--- config.mk ---
export PLATFORM = sky130hd
export DESIGN_NAME = dts_sched
export DESIGN_NICKNAME = d
export VERILOG_FILES = /design/src/rtl/dts_pkg.sv /design/src/rtl/dts_queue.sv /design/src/rtl/dts_pick.sv /design/src/rtl/dts_tenure.sv /design/src/rtl/dts_sched.sv
export SDC_FILE = /design/constraint.sdc
export NUM_CORES = 1
export LEC_CHECK = 0
export BUFFER_PORTS_ARGS = -buffer_cell sky130_fd_sc_hd__buf_2
export CORE_MARGIN = 4
export CORE_UTILIZATION = 58
export DETAILED_ROUTE_END_ITERATION = 12
export GPL_ROUTABILITY_DRIVEN = 1
export PLACE_DENSITY = 0.8
export SYNTH_ARGS = -nofsm -noshare
export SYNTH_HDL_FRONTEND = slang
export SYNTH_SLANG_ARGS = --single-unit
--- constraint.sdc ---
create_clock -name clk -period 2.8 [get_ports clk]
set_input_delay 0.56 -clock clk [delete_from_list [all_inputs] [get_ports clk]]
set_output_delay 0.56 -clock clk [all_outputs]
set_load 0.005 [all_outputs]
--- src/rtl/dts_pkg.sv ---
package dts_pkg;

  localparam int TAG_W = 4;

  typedef struct packed {
    logic             write;
    logic             burst;
    logic [TAG_W-1:0] tag;
  } ent_t;

  typedef enum logic [1:0] {
    T_IDLE = 2'd0,
    T_XFER = 2'd1,
    T_CHK  = 2'd2
  } ten_st_t;

endpackage

--- src/rtl/dts_queue.sv ---
module dts_queue #(
  parameter int DEPTH = 4,
  localparam int IDX_W = $clog2(DEPTH),
  localparam int CNT_W = $clog2(DEPTH + 1)
) (
  input  logic                          clk,
  input  logic                          rst_n,
  input  logic                          push_en,
  input  dts_pkg::ent_t                 push_ent,
  input  logic                          pop_en,
  input  logic [IDX_W-1:0]              pop_idx,
  output dts_pkg::ent_t [DEPTH-1:0]     q_ent,
  output logic [DEPTH-1:0]              q_vld,
  output logic [CNT_W-1:0]              q_cnt
);

  dts_pkg::ent_t [DEPTH-1:0] ent_q, ent_d;
  logic [CNT_W-1:0]          cnt_q, cnt_d, cnt_mid;
  logic                      upd_en;

  assign upd_en = push_en | pop_en;

  // Next state: compact over the removed slot, then append at the tail.
  always_comb begin
    ent_d   = ent_q;
    cnt_mid = cnt_q;
    if (pop_en) begin
      for (int i = 0; i < DEPTH - 1; i++) begin
        if (IDX_W'(i) >= pop_idx) ent_d[i] = ent_q[i+1];
      end
      cnt_mid = cnt_q - CNT_W'(1);
    end
    cnt_d = cnt_mid;
    if (push_en) begin
      for (int i = 0; i < DEPTH; i++) begin
        if (CNT_W'(i) == cnt_mid) ent_d[i] = push_ent;
      end
      cnt_d = cnt_mid + CNT_W'(1);
    end
  end

  always_ff @(posedge clk or negedge rst_n) begin
    if (!rst_n) begin
      ent_q <= '0;
      cnt_q <= '0;
    end else if (upd_en) begin
      ent_q <= ent_d;
      cnt_q <= cnt_d;
    end
  end

  generate
    for (genvar g = 0; g < DEPTH; g++) begin : g_vld
      assign q_vld[g] = (CNT_W'(g) < cnt_q);
    end
  endgenerate

  assign q_ent = ent_q;
  assign q_cnt = cnt_q;

  AST_NO_OVERFLOW: assert property (@(posedge clk) disable iff (!rst_n)
    cnt_q <= CNT_W'(DEPTH));

  AST_FULL_HOLDS: assert property (@(posedge clk) disable iff (!rst_n)
    (cnt_q == CNT_W'(DEPTH) && !pop_en) |=> (cnt_q == CNT_W'(DEPTH)));

endmodule

--- src/rtl/dts_pick.sv ---
module dts_pick #(
  parameter int DEPTH = 4,
  localparam int IDX_W = $clog2(DEPTH)
) (
  input  dts_pkg::ent_t [DEPTH-1:0] q_ent,
  input  logic [DEPTH-1:0]          q_vld,
  input  logic                      hint,
  output logic [IDX_W-1:0]          sel_idx,
  output logic                      wr_found
);

  logic [DEPTH-1:0] wr_mask;
  logic [IDX_W-1:0] wr_idx;

  generate
    for (genvar g = 0; g < DEPTH; g++) begin : g_wr
      assign wr_mask[g] = q_vld[g] & q_ent[g].write;
    end
  endgenerate

  // Lowest-index (oldest) write wins.
  always_comb begin
    wr_idx   = '0;
    wr_found = 1'b0;
    for (int i = DEPTH - 1; i >= 0; i--) begin
      if (wr_mask[i]) begin
        wr_idx   = IDX_W'(i);
        wr_found = 1'b1;
      end
    end
  end

  assign sel_idx = (hint && wr_found) ? wr_idx : '0;

endmodule

--- src/rtl/dts_tenure.sv ---
module dts_tenure #(
  parameter int BURST_LEN = 4,
  localparam int BEAT_W = (BURST_LEN > 1) ? $clog2(BURST_LEN) : 1
) (
  input  logic                          clk,
  input  logic                          rst_n,
  input  logic                          start,
  input  dts_pkg::ent_t                 start_ent,
  input  logic                          xfer_ack,
  input  logic                          data_retry,
  output logic                          idle,
  output logic                          busy_n,
  output dts_pkg::ent_t                 act_ent,
  output logic                          retire_valid,
  output logic [dts_pkg::TAG_W-1:0]     retire_tag
);

  import dts_pkg::*;

  ten_st_t           st_q, st_d;
  logic [BEAT_W-1:0] beat_q, beat_d, beat_last;
  ent_t              act_q, act_d;
  logic              busy_n_q, busy_n_d;
  logic              act_en;

  assign beat_last = act_q.burst ? BEAT_W'(BURST_LEN - 1) : '0;
  assign act_en    = start && (st_q == T_IDLE);

  always_comb begin
    st_d   = st_q;
    beat_d = beat_q;
    act_d  = act_en ? start_ent : act_q;
    unique case (st_q)
      T_IDLE: begin
        if (start) begin
          st_d   = T_XFER;
          beat_d = '0;
        end
      end
      T_XFER: begin
        if (xfer_ack) begin
          if (beat_q == beat_last) st_d = T_CHK;
          else                     beat_d = beat_q + BEAT_W'(1);
        end
      end
      T_CHK: begin
        if (data_retry) st_d = T_XFER;
        else            st_d = T_IDLE;
      end
      default: st_d = T_IDLE;
    endcase
    busy_n_d = (st_d == T_IDLE);
  end

  always_ff @(posedge clk or negedge rst_n) begin
    if (!rst_n) begin
      st_q     <= T_IDLE;
      beat_q   <= '0;
      busy_n_q <= 1'b1;
    end else begin
      st_q     <= st_d;
      beat_q   <= beat_d;
      busy_n_q <= busy_n_d;
    end
  end

  always_ff @(posedge clk or negedge rst_n) begin
    if (!rst_n)      act_q <= '0;
    else if (act_en) act_q <= act_d;
  end

  assign idle         = (st_q == T_IDLE);
  assign busy_n       = busy_n_q;
  assign act_ent      = act_q;
  assign retire_valid = (st_q == T_CHK) && !data_retry;
  assign retire_tag   = act_q.tag;

  AST_TAKE_ON_GRANT: assert property (@(posedge clk) disable iff (!rst_n)
    (start && idle) |=> !busy_n);

  AST_RETIRE_AFTER_ACK: assert property (@(posedge clk) disable iff (!rst_n)
    retire_valid |-> $past(xfer_ack));

  AST_RETRY_HOLDS: assert property (@(posedge clk) disable iff (!rst_n)
    ((st_q == T_CHK) && data_retry) |=> (!busy_n && !retire_valid));

  AST_RELEASE: assert property (@(posedge clk) disable iff (!rst_n)
    retire_valid |=> busy_n);

endmodule

--- src/rtl/dts_sched.sv ---
module dts_sched #(
  parameter int DEPTH     = 4,
  parameter int BURST_LEN = 4,
  localparam int IDX_W = $clog2(DEPTH),
  localparam int CNT_W = $clog2(DEPTH + 1)
) (
  input  logic                      clk,
  input  logic                      rst_n,
  input  logic                      push_valid,
  input  logic                      push_write,
  input  logic                      push_burst,
  input  logic [dts_pkg::TAG_W-1:0] push_tag,
  output logic                      q_full,
  input  logic                      grant,
  input  logic                      ext_busy,
  input  logic                      wr_first,
  input  logic                      xfer_ack,
  input  logic                      data_retry,
  output logic                      busy_n,
  output logic                      act_valid,
  output logic                      act_write,
  output logic [dts_pkg::TAG_W-1:0] act_tag,
  output logic                      retire_valid,
  output logic [dts_pkg::TAG_W-1:0] retire_tag
);

  import dts_pkg::*;

  ent_t [DEPTH-1:0] q_ent;
  logic [DEPTH-1:0] q_vld;
  logic [CNT_W-1:0] q_cnt;
  logic [IDX_W-1:0] sel_idx;
  logic             wr_found;
  logic             ten_idle;
  logic             push_en;
  logic             qual_grant;
  ent_t             push_ent;
  ent_t             act_ent;

  assign q_full     = (q_cnt == CNT_W'(DEPTH));
  assign push_en    = push_valid && !q_full;
  assign qual_grant = grant && !ext_busy && (q_cnt != '0) && ten_idle;

  always_comb begin
    push_ent       = '0;
    push_ent.write = push_write;
    push_ent.burst = push_burst;
    push_ent.tag   = push_tag;
  end

  dts_queue #(.DEPTH(DEPTH)) u_queue (
    .clk      (clk),
    .rst_n    (rst_n),
    .push_en  (push_en),
    .push_ent (push_ent),
    .pop_en   (qual_grant),
    .pop_idx  (sel_idx),
    .q_ent    (q_ent),
    .q_vld    (q_vld),
    .q_cnt    (q_cnt)
  );

  dts_pick #(.DEPTH(DEPTH)) u_pick (
    .q_ent    (q_ent),
    .q_vld    (q_vld),
    .hint     (wr_first),
    .sel_idx  (sel_idx),
    .wr_found (wr_found)
  );

  dts_tenure #(.BURST_LEN(BURST_LEN)) u_tenure (
    .clk          (clk),
    .rst_n        (rst_n),
    .start        (qual_grant),
    .start_ent    (q_ent[sel_idx]),
    .xfer_ack     (xfer_ack),
    .data_retry   (data_retry),
    .idle         (ten_idle),
    .busy_n       (busy_n),
    .act_ent      (act_ent),
    .retire_valid (retire_valid),
    .retire_tag   (retire_tag)
  );

  assign act_valid = !ten_idle;
  assign act_write = act_ent.write;
  assign act_tag   = act_ent.tag;

  // Checker-side view: any write older than the chosen slot, any write at all.
  logic earlier_wr;
  logic any_wr;
  always_comb begin
    earlier_wr = 1'b0;
    any_wr     = 1'b0;
    for (int i = 0; i < DEPTH; i++) begin
      if (q_vld[i] && q_ent[i].write) begin
        any_wr = 1'b1;
        if (IDX_W'(i) < sel_idx) earlier_wr = 1'b1;
      end
    end
  end

  AST_HINT_OFF_FIFO: assert property (@(posedge clk) disable iff (!rst_n)
    (qual_grant && !wr_first) |-> (sel_idx == '0));

  AST_HINT_TAKES_WR: assert property (@(posedge clk) disable iff (!rst_n)
    (qual_grant && wr_first && any_wr) |=> act_write);

  AST_WR_ORDER: assert property (@(posedge clk) disable iff (!rst_n)
    (qual_grant && q_ent[sel_idx].write) |-> !earlier_wr);

  AST_HINT_NO_WR: assert property (@(posedge clk) disable iff (!rst_n)
    (qual_grant && wr_first && !any_wr) |-> (sel_idx == '0));

  AST_BLOCKED_GRANT: assert property (@(posedge clk) disable iff (!rst_n)
    (ten_idle && ext_busy) |=> busy_n);

  AST_NO_PUSH_FULL: assert property (@(posedge clk) disable iff (!rst_n)
    (q_full && push_valid && !qual_grant) |=> q_full);

endmodule

======== Word-level counts from Yosys, hierarchy flattened ========
Cells that the tools add are included.
storage, ports and cells
  register bits after elaboration ......... 38
  bits of input ports ..................... 14
  output and inout bits ................... 13
  logic and storage cells ................. 94
operators by class
  add/subtract/negate cells ............... 3
  $lt $le $gt $ge ......................... 8
  eq/ne operators ......................... 10
  multiplexer cells ....................... 31
  bitwise gates (word level) .............. 5
  reduce and logical (&&, ||, !) cells .... 18
operators by type and width
  kind                   count
  $mux W6                7
  $mux W18               2
  $mux W2                12
  $bmux W6 S2            1
  $logic_and A1 B1 Y1    7
  $eq A2 B3 Y1 const A   2
  $lt A1 B3 Y1 const A   2
  $lt A2 B3 Y1 const A   2
  $mux W3                2
  $pmux W2 S3            1
  $mux W1                5
  $and A1 B1 Y1          4
  $ge A1 B2 Y1 const A   2
  $logic_not A1 Y1       4
  $logic_not A2 Y1       2
  $ne A2 B2 Y1 const B   2
  $pmux W2 S2            1
  $reduce_and A4 Y1      1
  $add A3 B1 Y3 const B  1
  $eq A1 B3 Y1 const A   1
  $eq A3 B3 Y1 const B   1
  $logic_not A3 Y1       1
  $lt A2 B3 Y1 const B   1
  $reduce_and A3 Y1      1
  other kinds (10)       10

======== Logic depth before layout (Yosys ltp) ========
  depth after elaboration ................. 13
  depth in mapped cells ................... 12

======== Hierarchy ========
From an unflattened synthesis, not the netlist that was laid out.
second synthesis, totals
  cells, all modules ...................... 193
  area, all modules ....................... 2260.9 um^2
modules (own cells, without submodules)
  module      times used  cells an instance  area each (um^2)
  dts_queue   1           124                1461.4
  dts_tenure  1           46                 566.8
  dts_sched   1           13                 177.7
  dts_pick    1           10                 55.1

======== Least setup slack after synthesis ========
Ideal clock, no wire load.
  path type ............................... reg-to-reg
  start ................................... register u_queue.cnt_q[0], in the netlist u_queue.q_cnt[0]
  end ..................................... register u_queue.ent_q, in the netlist u_queue.q_ent[18]
  arrival ................................. 2302 ps
  data required time ...................... 2675 ps
  path slack .............................. 373 ps
  cell stages (with the launch flop) ...... 12
  buffers on the path ..................... 1
  clock period less this slack ............ 2427 ps
  cell sequence ........................... dfrtp_1 -> inv_1 -> ha_1 -> nand2b_1 -> and2_1 -> buf_4 -> xnor2_1 -> inv_1 -> ha_1 -> ha_1 -> nand2_1 -> mux2_2
on the way
  longest elaborated chain between the ends .. 6
ends and longest elaborated chain
  element                                                RTL line         source
  start: declaration                                     dts_queue.sv:18  logic [CNT_W-1:0] cnt_q, cnt_d, cnt_mid;
  start signal: assignment                               dts_queue.sv:48  cnt_q <= cnt_d;
  branches (longest 5 deep; another with $sub A3 B1 Y3)  n/a
  $reduce_and A3 Y1 (no line) (*)                        n/a
  end signal: assignment                                 dts_queue.sv:47  ent_q <= ent_d;
  end: declaration                                       dts_queue.sv:17  dts_pkg::ent_t [DEPTH-1:0] ent_q, ent_d;
Every way passes the cells marked *.
A chain may end at the register's enable or synchronous reset.

======== Worst setup path after layout ========
  start ................................... register u_queue.cnt_q[0], in the netlist u_queue.q_cnt[0]
  end ..................................... register u_queue.ent_q, in the netlist u_queue.q_ent[8]
on the way
  longest elaborated chain between the ends .. 13
ends and longest elaborated chain
  element               RTL line         source
  $lt A2 B3 Y1          dts_queue.sv:54  assign q_vld[g] = (CNT_W'(g) < cnt_q);
  $and A1 B1 Y1         dts_pick.sv:17   assign wr_mask[g] = q_vld[g] & q_ent[g].write;
  $mux W1 (4 in a row)  dts_pick.sv:26   if (wr_mask[i]) begin
  $logic_and A1 B1 Y1   dts_pick.sv:33   assign sel_idx = (hint && wr_found) ? wr_idx : '0;
  $mux W2               dts_pick.sv:33
  $ge A1 B2 Y1          dts_queue.sv:29  if (IDX_W'(i) >= pop_idx) ent_d[i] = ent_q[i+1];
  $mux W6               dts_queue.sv:29
  $mux W18              dts_queue.sv:27  if (pop_en) begin
  $mux W6               dts_queue.sv:36  if (CNT_W'(i) == cnt_mid) ent_d[i] = push_ent;
  $mux W18              dts_queue.sv:34  if (push_en) begin
Several ways; a longest one is shown, not always the timed one.

==> run summary <==
WHS - 0.360 ns
first-pass detailed-route iteration total - 4
Cell Rows - 22
Placement Setup Slack - 0.184 ns
Core Area - 0.00377 mm2
area post-placement - 0.00244 mm2
crit path capture type - flop
via count - 1687
Relative slew margins - 43.8%
Worst-Skew Late Latency - 0.30 ns
wire per inst - 15.8 um
RSZ-0062 raised after global routing - no
worst slew pin tran - 0.844 ns
Initial Util - 61.9%
total leakage power - 0.00115 uW
Fillers - 300
ANT cells - 0
Detail Route Antenna Nets - 0
mean post-synth cell area - 10.6 um2
largest net degree at the start of global routing - 39
Die Area - 0.00510 mm2
cell area power density - 1150 mW/mm2
DP Wirelength - 3420 um
Die W - 71.4 um
Setup TNS - 0 ns
crit path kind - flop to flop
FMAX - 0.394 GHz
ranking of synthesized cells by area - dfrtp_1 40%, mux2_2 18%, ha_1 4.3%
Synth warnings - 0
H-tree depth - 2
area of the mapped netlist - 0.00233 mm2
sequential share of the synthesized area - 40.8%
clock slew at reported path FFs - 0.07 ns
area of the multi-input gates - 0.00126 mm2
Final Util - 67.8%
post-route cell area - 0.00255 mm2
root buffer cell - clkbuf_8
final number of hold-violating endpoints - 0
Period Utilization, post-route - 90.7%
max_cap viols - 0
skew final - 0.00604 ns
number of global-route vias before repair - 1580
Synth cell types - 41
CTS sink cnt - 38
net count after synthesis - 242
max incr delay on CP - 0.51 ns
grt total ovfl - 0
final setup margin - 0.261 ns
delay-heaviest family, CP - flip-flops
outcome - finished, final reports clean
nets - 263
CP max-delay cell - dfrtp_1
final setup violation count - 0
initial DRC count - 194
first-pass GRT wire length - 7780 um
P&R area growth vs syn - 9.43%
worst endpoint data arrival time - 2.73 ns
CP Buf/Inv Count - 2
CTS tree - built
fin crit period - 2.54 ns
initial antenna violation count - 0
type of origin of the critical path - flop
Hold Path Class - input port to async pin
clock tree buffer depth - 2
register area - 952 um2
Synth Register Bits - 38
Detailed Route WL - 4580 um
via density per instance - 5.82
CTS buffer count - 5
Slew Limit Fails - 0
VDD IR max - 615 uV
R2R Setup Slk - 0.26 ns
GP Congestion - 0.922
drc violations - 0
worst-path maximum fanout - 6
Req. time, crit path - 2.99 ns
leading area contributor after synthesis - dfrtp_1
Mapped Cells - 220
Buffers on Ports - 26
share of cells above drive strength 1 - 33.9%
top-area cell type share of the netlist area - 39.7%
I/O pin cnt - 27
global-route total usage across every layer - 19.4%
Die Ht - 71.4 um
CP cell instances - inv_1 -> ha_1 -> nand2b_1 -> nand2_1 -> o21ai_0 -> inv_1 -> ha_1 -> nand3_1 -> mux2_2
[repair_timing]
item	4_1_cts	5_1_grt
hold buffers	0	0
setup endpoints to repair	0	5
resized for setup	0	1
buffers inserted	0	0
[flip-flops by register name, indices dropped and copies added, names as in the netlist]
| name | flops |
|---|---|
| u_tenure.retire_tag | 4 |
| u_queue.q_ent | 24 |
| u_tenure.st_q | 2 |
| u_tenure.busy_n | 1 |
| u_tenure.beat_q | 2 |
| u_tenure.act_ent | 2 |
| u_queue.q_cnt | 3 |
[cell usage in the layout (no fill, tap or decap), types with 2 or more instances in the layout]
cell and count:
mux2_2 37, dfrtp_1 37, buf_2 26, nand2_1 23
o21ai_0 13, nand3_1 11, a21oi_1 9, ha_1 8
inv_1 7, a211oi_1 6, o22ai_1 6, and3_1 5
clkbuf_8 5, o31ai_1 4, and2_1 3, nor2b_1 3
nor2_1 3, buf_4 3, nand2b_1 2, a21o_1 2
o31ai_4 2, o21a_1 2, o22a_1 2, mux2i_1 2
clkbuf_1 2
[worst paths after layout]
path,from,to,depth (start not counted)
max,u_queue.q_cnt[0],u_queue.q_ent[8],9
min,rst_n,u_tenure.beat_q[0],1
max reg2reg,u_queue.q_cnt[0],u_queue.q_ent[8],9
min reg2reg,u_tenure.retire_tag[1],u_tenure.retire_tag[1],2
max in group asynchronous,rst_n,u_queue.q_ent[2],1
min in group clk,u_tenure.retire_tag[1],u_tenure.retire_tag[1],2
[logic make-up after synthesis]
| family | count (synthesis) | synth area share, % |
|---|---|---|
| adder cells (fa/ha/maj) | 8 | 4.29 |
| multiplexers | 40 | 19.2 |
| XOR/XNOR | 3 | 1.13 |
| AO/OA/AOI/OAI | 53 | 16.3 |
| AND/OR/NAND/NOR | 56 | 12.6 |
| buffers and inverters | 22 | 5.68 |
| flip-flops | 38 | 40.8 |
[power breakdown]
group          switching [uW]  internal (uW)  total, uW
Clock                     193            266        459
Sequential                256            821       1080
Combinational             695            709       1400
[cell usage after synthesis]
cell,n
ha_1,8
nand3_1,11
and3_1,5
o211ai_1,1
buf_2,4
a311oi_1,1
buf_6,1
a31oi_4,1
a21o_1,2
mux2_2,37
o22ai_1,6
dfstp_2,1
nor3b_1,1
buf_4,10
nor2_1,3
nor2b_1,3
a21oi_1,9
a211oi_1,6
o21ba_2,1
or3_1,1
o21ai_2,1
o22a_1,2
nor4b_4,1
and2_1,3
o31ai_1,4
inv_1,7
nand2b_1,2
xnor2_1,2
a31oi_1,1
mux2_1,1
o21a_1,2
o21ai_1,1
nand2_1,23
o21ai_0,13
nand3b_1,1
xor2_1,1
or2_2,1
dfrtp_1,37
nor3_2,1
mux2i_1,2
o31ai_4,2
[layout make-up]
type                       count  share of cell area (%)
clock buffer                   7                    2.99
clock inverter                 1                    1.18
inverter                       7                    1.03
multi-input combinational    160                    49.2
sequential                    38                    37.3
tap                           48                    2.35
timing repair buffer          29                    5.97
[worst reg2reg max path: cells and delay by family (launching register included)]
kind,cells,cell delay (ns)
AND/OR/NAND/NOR,3,0.45
multiplexers,1,0.37
buffers and inverters,2,0.24
adder cells (fa/ha/maj),2,0.46
flip-flops,1,0.51
AO/OA/AOI/OAI,1,0.39
[routing by layer]
metal / up-vias / part of all wire [%] / global-route usage, %
met2: 57 / 44 / 28.4
met5: - / 0 / 0
met1: 793 / 46 / 27.5
li1: 829 / - / -
met4: 0 / 1.5 / 5.01
met3: 8 / 8.2 / 6.87
[metrics by stage]
stage	cells	total power (uW)
finish	290	2940
global route	290	3190
CTS	290	2940
detailed placement	282	2470
global placement	282	2430
floorplan	220	2200
No activity file was read; power rests on OpenSTA's default activity.
